===== src/rtl/flip_once_pkg.sv =====
package flip_once_pkg;

  // Arming state of the single-shot injector.
  typedef enum logic {
    INJ_ARMED = 1'b0,
    INJ_SPENT = 1'b1
  } inj_state_e;

endpackage


===== src/rtl/flip_sel_decoder.sv =====
// Index-to-select decoder. Output code 0 of a full P-to-2^P decoder is
// dropped, and codes 1..R drive the R select lines; codes above R have
// no line. Only lines that exist are built.
module flip_sel_decoder #(
  parameter int unsigned P = 4,
  parameter int unsigned R = 8
) (
  input  logic [P-1:0] idx_i,
  input  logic         enable_i,
  output logic [R-1:0] sel_o
);

  for (genvar g = 0; g < R; g++) begin : g_line
    localparam logic [P-1:0] CODE = P'(g + 1);
    always_comb begin
      sel_o[g] = enable_i && (idx_i == CODE);
    end
  end

endmodule


===== src/rtl/flip_once_latch.sv =====
// Sticky arming state: armed after reset, spent after the first flip.
module flip_once_latch
  import flip_once_pkg::*;
(
  input  logic       clk_i,
  input  logic       rst_ni,
  input  logic       fire_i,
  output inj_state_e state_o
);

  inj_state_e state_q, state_d;

  always_comb begin
    state_d = state_q;
    if (state_q == INJ_ARMED && fire_i) begin
      state_d = INJ_SPENT;
    end
  end

  always_ff @(posedge clk_i or negedge rst_ni) begin
    if (!rst_ni) begin
      state_q <= INJ_ARMED;
    end else begin
      state_q <= state_d;
    end
  end

  assign state_o = state_q;

endmodule


===== src/rtl/flip_mux_bank.sv =====
// One true/complement selector in front of each bank flip-flop.
module flip_mux_bank #(
  parameter int unsigned R = 8
) (
  input  logic [R-1:0] d_i,
  input  logic [R-1:0] sel_i,
  output logic [R-1:0] mux_o
);

  for (genvar g = 0; g < R; g++) begin : g_mux
    always_comb begin
      mux_o[g] = sel_i[g] ? ~d_i[g] : d_i[g];
    end
  end

endmodule


===== src/rtl/flip_once_injector.sv =====
module flip_once_injector
  import flip_once_pkg::*;
#(
  parameter int unsigned R = 8,
  parameter int unsigned P = 4
) (
  input  logic         clk_i,
  input  logic         rst_ni,
  input  logic [P-1:0] fault_idx_i,
  input  logic [R-1:0] d_i,
  output logic [R-1:0] q_o,
  output logic         injected_o,
  output logic [P-1:0] fault_idx_q_o
);

  inj_state_e   inj_state;
  logic         arm_en;
  logic [R-1:0] sel_lines;
  logic         fire;
  logic [R-1:0] bank_d;
  logic [R-1:0] bank_q;
  logic [P-1:0] idx_q, idx_d;
  logic         idx_en;

  assign arm_en = (inj_state == INJ_ARMED);

  flip_sel_decoder #(.P(P), .R(R)) dec_i (
    .idx_i   (fault_idx_i),
    .enable_i(arm_en),
    .sel_o   (sel_lines)
  );

  assign fire = |sel_lines;

  flip_once_latch latch_i (
    .clk_i  (clk_i),
    .rst_ni (rst_ni),
    .fire_i (fire),
    .state_o(inj_state)
  );

  flip_mux_bank #(.R(R)) mux_i (
    .d_i  (d_i),
    .sel_i(sel_lines),
    .mux_o(bank_d)
  );

  // Target bank registers.
  always_ff @(posedge clk_i or negedge rst_ni) begin
    if (!rst_ni) begin
      bank_q <= '0;
    end else begin
      bank_q <= bank_d;
    end
  end

  // Recorded index: loaded only on the firing cycle.
  assign idx_en = fire;
  always_comb begin
    idx_d = idx_q;
    if (idx_en) begin
      idx_d = fault_idx_i;
    end
  end

  always_ff @(posedge clk_i or negedge rst_ni) begin
    if (!rst_ni) begin
      idx_q <= '0;
    end else begin
      idx_q <= idx_d;
    end
  end

  assign q_o           = bank_q;
  assign injected_o    = (inj_state == INJ_SPENT);
  assign fault_idx_q_o = idx_q;

endmodule


===== config.mk =====
export PLATFORM = sky130hd
export DESIGN_NAME = flip_once_injector
export DESIGN_NICKNAME = d
export VERILOG_FILES = /design/src/rtl/flip_once_pkg.sv /design/src/rtl/flip_sel_decoder.sv /design/src/rtl/flip_once_latch.sv /design/src/rtl/flip_mux_bank.sv /design/src/rtl/flip_once_injector.sv
export SDC_FILE = /design/constraint.sdc
export NUM_CORES = 1
export LEC_CHECK = 0
export ABC_AREA = 1
export BUFFER_PORTS_ARGS = -buffer_cell sky130_fd_sc_hd__buf_2
export CORE_MARGIN = 2
export CORE_UTILIZATION = 30
export DETAILED_ROUTE_END_ITERATION = 16
export HOLD_SLACK_MARGIN = 0.08
export SLEW_MARGIN = 20
export SYNTH_ARGS = -nofsm -noshare
export SYNTH_HDL_FRONTEND = slang
export SYNTH_SLANG_ARGS = --single-unit
export TNS_END_PERCENT = 100

===== constraint.sdc =====
create_clock -name clk_i -period 1.2 [get_ports clk_i]
set_input_delay 0 -clock clk_i [delete_from_list [all_inputs] [get_ports clk_i]]
set_output_delay 0 -clock clk_i [all_outputs]
set_load 0.02 [all_outputs]

# After elaboration in Yosys (flattened, before gate mapping)
# Cells that the tools add are included.
[totals] out_inout_bits=13 in_bits=14 elab_cells=38 regBits=13
[classes] mux=8 n_bitwise=9 n_reduce_logical=10 eq_ne=8
[op_table] operator="== test 4 x 3 -> 1 bit (second input constant)" n=4
[op_table] operator="logical AND 1 bit" n=9
[op_table] operator="NOT 1 bit" n=9
[op_table] operator="== test 4 x 2 -> 1 bit (second input constant)" n=2
[op_table] operator="two-way mux 1 bit" n=8
[op_table] operator="OR reduction 8 bit" n=1
[op_table] operator="== test 4 x 1 -> 1 bit (second input constant)" n=1
[op_table] operator="== test 4 bit (second input constant)" n=1

# Logic depth before layout (Yosys ltp)
# Gate-level depths: netlist of run 1.
[logic_depth] depth_word=4 depth_mapped=8 depth_no_buf=8

# Hierarchy
# From an unflattened synthesis of run 1, not the netlist that was laid out.
[hier_totals] hier_cells=96 hier_area_um2=668.1
[by_module_without_submodules] mod="flip_once_injector" cells_each=33 area_each_um2=401.6 n_inst=1 seq_area_each_um2=300.3
[by_module_without_submodules] mod="flip_mux_bank" cells_each=40 area_each_um2=150.1 n_inst=1 seq_area_each_um2=0.0
[by_module_without_submodules] mod="flip_sel_decoder" cells_each=19 area_each_um2=80.1 n_inst=1 seq_area_each_um2=0.0
[by_module_without_submodules] mod="flip_once_latch" cells_each=4 area_each_um2=36.3 n_inst=1 seq_area_each_um2=25.0

# Least setup slack after synthesis of run 1
# No wires, ideal clock.
[synth_path] kind="reg-to-reg" from="register latch_i.state_q, in the netlist latch_i.state_o" to="register idx_q[0], in the netlist fault_idx_q_o[0]" period_less_slack_ns=1.188 n_path_buf=0 t_required_ns=1.083 setup_slack_ns=0.012 setup_ns=0.117 arrival_ns=1.071 stages_incl_launch_ff=8 cell_sequence="dfrtp_1 > nor2_2 > nand3_1 > nand2_2 > nor2_4 > nand2_2 > nand2_1 > nand2_1"
[synth_between] elab_chain_len=3 word_cells_on_any_way=10 classes_between="1 x bitwise; 9 x reduce/logical"
[synth_lines] element="start, declared" line="flip_once_latch.sv:11" text="inj_state_e state_q, state_d;"
[synth_lines] element="start signal, assigned" line="flip_once_latch.sv:24" text="state_q <= state_d;"
[synth_lines] element="NOT 1 bit *" line="flip_once_injector.sv:25" text="assign arm_en = (inj_state == INJ_ARMED);"
[synth_lines] element="logical AND 1 bit" line="flip_sel_decoder.sv:16" text="sel_o[g] = enable_i && (idx_i == CODE);"
[synth_lines] element="OR reduction 8 bit *" line="flip_once_injector.sv:33" text="assign fire = |sel_lines;"
[synth_lines] element="end signal, assigned" line="flip_once_injector.sv:70" text="idx_q <= idx_d;"
[synth_lines] element="end, declared" line="flip_once_injector.sv:22" text="logic [P-1:0] idx_q, idx_d;"
# Every way passes the cells marked *; elsewhere a longest branch is shown, timed or not.
# A chain may end at the register's enable or synchronous reset.

# Worst setup path after layout of run 1
[layout_path] from="input fault_idx_i[2]" to="register idx_q[0], in the netlist fault_idx_q_o[0]"
[layout_between] elab_chain_len=3 word_cells_on_any_way=17 classes_between="8 x eq/ne; 9 x reduce/logical"
[layout_lines] element="start, declared" line="flip_once_injector.sv:9" text="input logic [P-1:0] fault_idx_i,"
[layout_lines] element="== test 4 x 1 -> 1 bit, or another cell as far along" line="flip_sel_decoder.sv:16"
[layout_lines] element="logical AND 1 bit" line="flip_sel_decoder.sv:16"
[layout_lines] element="OR reduction 8 bit *" line="flip_once_injector.sv:33"
# Marked as above.

==> reports/results.tsv, run 1 <==
metric	value	unit
skew	2.59	ps
clk_latency	260	ps
synth_nets	75	
wl_met1	586	um
overflow	0	
dieArea	2320	um2
post-route-min-period	1110	ps
totalWireLength	1240	um
track_usage	11.1	%
viasPerCell	4.03	
vias	516	
p_leak	0.487	nW
path_class	in2reg	
avgSynthCellArea	9.60	um2
worstSetupEndpointType	register	
worst-endpoint-required	1360	ps
drv_cap	0	
numCtsBuffers	3	
seq_power_share	53.3	%
antenna_found_initial	0	
ys_types	12	
maxSlewViolCount	0	
netlist_area	586	um2
drive_gt1_share	40.8	%
cp-start-kind	input pin	
cp-startpoint	fault_idx_i[2]	
nets	118	
cts_tree	done	
clk_pin_slew	80	ps
fin_crit_sh	92.3	%
hold_violations	0	
diodes	0	
drt-pass1-iter-count	3	
drt_iter0_markers	8	
placed_cell_area	747	um2
rows	15	
grt_pass1_wl	1760	um
cts_htree_levels	1	
drc_errors	0	
grt_max_degree	14	
ir_drop	0.000473	V
cts_sinks	13	
cts.path.max_buffers	2	
synth_warnings	0	
ff2ff_path_depth	6	
pwr-share-comb	17.1	%
p_sw_share	24.6	%
fp.dieW	48.2	um
outcome	finished clean	
crit-reg2reg-launch	latch_i.state_o	
avgRoutedWirePerCell	9.65	um
core	1780	um2
top_layer	met3	
hold_path_class	in2async	
setup-tns-final	0	ps
hold_slack	141	ps
clock.fmax	0.903	GHz
dr_wl_met2	576	um
ys_seq_elements	13	
dp_hpwl	926	um
wl_met3	72	um
port_buffers	26	
postRouteAntennaNets	0	
routabilityCongestion	0.808	
syn2layout_area_growth	59.6	%
r2r_slack	110	ps
p_per_area	932	nW/um2
relSlewSlack	81.3	%
post-route-cell-area	935	um2
root_buffer	clkbuf_4	
crit_fanout	6	
dieHeight	48.2	um
clkPwrFrac	29.6	%
setup_viol	0	
rr_endpoint	fault_idx_q_o[0]	
power_switching	0.214	mW
syn_inst	61	
critPathArrivalTime	1270	ps
seq_area_frac_synth	55.6	%
tightest_slew	280	ps
first_global_vias	408	
num_io_pins	27	
initial_core_util	32.8	%
intPower	0.657	mW
-- state kept, by name, summed over array words and instances (netlist names) --
signal and flops:
latch_i.state_o 1, fault_idx_q_o 4, q_o 8
-- layout make-up --
type                       count  area [um2]
tap                           25        31.3
inverter                       7        26.3
sequential                    13         327
clock buffer                   4        26.3
fill                         161         848
multi-input combinational     41         262
timing repair buffer          38         263
-- kinds of logic after synthesis --
group | Yosys count | synth area share, %
flops | 13 | 55.6
simple gates | 33 | 28.0
buf+inv | 7 | 4.49
xor+xnor | 8 | 12.0
-- worst max-delay path, cell delays in order --
cell and delay (ps):
dlygate4sd3_1 530, buf_2 160, nor2_1 190, nand3_4 110
nand2_2 100, nor2_4 50, nand3_1 70, nand2_1 50
-- cells in the final DEF (no fill, tap or decap), types with 3 or more instances in the layout --
cell / synthesis / final
xnor2_1: 8 / 8
dlygate4sd3_1: 0 / 11
nor2_1: 4 / 4
nand3_1: 8 / 6
nand2_2: 3 / 5
dfrtp_1: 13 / 12
buf_2: 0 / 24
inv_1: 6 / 5
nand2_1: 14 / 12
clkbuf_4: 0 / 3
-- repair_timing --
item | CTS | global route
buffers inserted | 0 | 1
hold buffers | 13 | 0
endpoints found under the hold margin | 24 | 0
gates resized for setup | 0 | 10
setup endpoints to repair | 0 | 6
-- synth_stat cells --
library cell / number / share of area, %
inv_2: 1 / 0.64
nand2_1: 14 / 9.0
inv_1: 6 / 3.8
dfrtp_1: 13 / 56
nor3_2: 1 / 1.7
nor2_1: 4 / 2.6
nand3_1: 8 / 6.8
nand3_2: 1 / 1.7
xnor2_1: 8 / 12
nor2_4: 1 / 1.9
nor2_2: 1 / 1.1
nand2_2: 3 / 3.2
-- stage by stage --
step / util (%) / setup WS (ps) / cells / power (mW)
2_1_floorplan: - / 12.4 / 61 / 0.526
3_3_place_gp: 41.9 / 111 / 112 / 0.587
3_5_place_dp: 41.9 / 60.0 / 112 / 0.588
4_1_cts: 50.7 / 19.8 / 129 / 0.883
5_1_grt: 52.4 / -7.63 / 128 / 0.926
6_report: 52.4 / 92.4 / 128 / 0.871
-- metal layers --
metal  up-vias  global-route usage [%]
li1        272                       -
met1       225                    16.3
met2        19                    15.5
met3         0                    2.22
met4         0                    4.86
met5         -                       0
-- power by group through the flow --
stage	Sequential [mW]	Clock [mW]	Combinational, mW
final	0.464	0.258	0.149
after global routing	0.466	0.298	0.163
after CTS	0.464	0.272	0.148
after detailed placement	0.473	0	0.115
after global placement	0.472	0	0.115
after floorplan	0.500	0	0.0260
-- worst max-delay path by stage --
stage | slack [ps] | to
after floorplan | 10 | fault_idx_q_o[0]
after global placement | 110 | fault_idx_q_o[0]
after detailed placement | 60 | fault_idx_q_o[0]
after CTS | 20 | fault_idx_q_o[0]
after global routing | -8 | q_o[3]
final | 90 | fault_idx_q_o[0]
(Power assumes the default switching activity.)
==> run 2: changes to the inputs <==
Settings changed: CORE_UTILIZATION 30 to 43, PLACE_DENSITY from default to 0.74.
==> reports/results.tsv, run 2 (synthesis gave the netlist of run 1 again) <==
metric	value	unit	change
path_class	reg2reg		was in2reg
final_util	72.2	%	was 52.4%
dieArea	1670	um2	was 2320 um2
fin_crit_sh	93.2	%	was 92.3%
hold_slack	100	ps	was 141 ps
setup-tns-final	0	ps	unchanged
cts_sinks	13		unchanged
intPower	0.660	mW	was 0.657 mW
cp-start-kind	register		was input pin
postRouteAntennaNets	0		unchanged
clock.fmax	0.894	GHz	was 0.903 GHz
hold_start	fault_idx_i[1]		
worst-endpoint-required	1360	ps	about the same
post-place-cells	102		was 112
port_buffers	26		unchanged
rr_endpoint	q_o[3]		was fault_idx_q_o[0]
dp_hpwl	965	um	was 926 um
p_per_area	969	nW/um2	was 932 nW/um2
cts_tree	done		unchanged
routabilityCongestion	0.840		was 0.808
ir_drop	0.000621	V	was 0.000473 V
setup_slack	81.6	ps	was 92.4 ps
dieHeight	40.9	um	was 48.2 um
placed_cell_area	734	um2	was 747 um2
min_path_cells	3		
clk_latency	280	ps	was 260 ps
seq_power_share	51.7	%	was 53.3%
viasPerCell	4.40		was 4.03
numCtsBuffers	3		unchanged
hold_violations	0		unchanged
finalPower	0.898	mW	was 0.871 mW
mostFrequentLayoutCells	buf_2, dlygate4sd3_1, nand2_1, dfrtp_1, xnor2_1		was buf_2, nand2_1, dfrtp_1, dlygate4sd3_1, xnor2_1
root_buffer	clkbuf_4		unchanged
totalWireLength	1350	um	was 1240 um
rows	13		was 15
overflow	0		unchanged
cts.path.max_buffers	2		unchanged
initial_core_util	45.6	%	was 32.8%
track_usage	19.2	%	was 11.1%
r2r_slack	80	ps	was 110 ps
clk_pin_slew	90	ps	was 80 ps
nets	121		was 118
crit_fanout	4		was 6
drt-pass1-iter-count	3		unchanged
avgRoutedWirePerCell	11.2	um	was 9.65 um
crit-reg2reg-launch	latch_i.state_o		unchanged
drt_iter0_markers	12		was 8
final_common_cell	buf_2		unchanged
p_leak	0.484	nW	was 0.487 nW
post-route-min-period	1120	ps	was 1110 ps
ff2ff_path_depth	5		was 6
hold_path_class	in2reg		was in2async
pwr-share-comb	17.0	%	was 17.1%
fp.dieW	40.9	um	was 48.2 um
worstSetupEndpointType	register		unchanged
vias	532		was 516
post-route-cell-area	927	um2	was 935 um2
drv_cap	0		unchanged
relSlewSlack	80.7	%	was 81.3%
grt_pass1_wl	2040	um	was 1760 um
core	1280	um2	was 1780 um2
cts_htree_levels	1		unchanged
clkPwrFrac	31.3	%	was 29.6%
first_global_vias	496		was 408
largest_reg_flops	8		unchanged
drc_errors	0		unchanged
tightest_slew	289	ps	was 280 ps
antenna_found_initial	0		unchanged
num_io_pins	27		unchanged
critPathArrivalTime	1280	ps	was 1270 ps
drive_gt1_share	39.6	%	was 40.8%
final_cells	121		was 128
setup_viol	0		unchanged
p_sw_share	26.5	%	was 24.6%
diodes	0		unchanged
outcome	finished clean		unchanged
power_switching	0.239	mW	was 0.214 mW
syn2layout_area_growth	58.3	%	was 59.6%
skew	4.99	ps	was 2.59 ps
grt_max_degree	14		unchanged
rsz0062_at_grt	false		
maxSlewViolCount	0		unchanged
worst_hold_path.endpoint	latch_i.state_o		
dp_slack	41.7	ps	was 60.0 ps
## run 2: cell count changes in the layout (fill, tap and decap cells not counted), sizes merged
cell	delta
dlymetal6s4s	-2
dlygate4sd3	+3
buf	+2
## run 2: cell type report
type / count / area (um2)
clock buffer: 4 / 26.3
inverter: 7 / 26.3
timing repair buffer: 41 / 278
tap: 15 / 18.8
multi-input combinational: 41 / 251
fill: 94 / 358
sequential: 13 / 327
## run 2: worst max path at each step
stage	start	cells after the start	endpoint	slack (ps)
2_1_floorplan	latch_i.state_o	7	fault_idx_q_o[0]	10
3_3_place_gp	latch_i.state_o	4	fault_idx_q_o[3]	110
3_5_place_dp	latch_i.state_o	7	fault_idx_q_o[0]	40
4_1_cts	latch_i.state_o	7	fault_idx_q_o[0]	20
5_1_grt	latch_i.state_o	7	fault_idx_q_o[0]	0.2
6_report	latch_i.state_o	5	q_o[3]	80
## run 2: critical path, stage by stage (launching register included)
cell and delay (ps):
dfrtp_2 450, nor2_4 140, nand2_1 90, inv_1 100
nand2_1 80, xnor2_1 140
## run 2: timing repair
action	in CTS	in global routing
endpoints found under the setup margin	0	6
buffers inserted	0	1
hold buffers	14	0
resized for setup	0	5
endpoints found under the hold margin	24	0
## run 2: power groups by stage
stage	registers [mW]	clock network, mW	logic (mW)
after global routing	0.467	0.290	0.170
after CTS	0.465	0.274	0.151
after detailed placement	0.474	0	0.116
final	0.464	0.281	0.153
after global placement	0.472	0	0.114
after floorplan	0.500	0	0.0260
## run 2: per-layer routing
metal  global-route usage (%)  wire [um]  share of wire (%)  vias up
li1                         -          -                  -      279
met1                     22.6        605                 45      237
met2                     34.0        697                 52       16
met3                     3.26         51                3.8        0
met4                     7.50          0                  0        0
met5                        0          0                  0        -
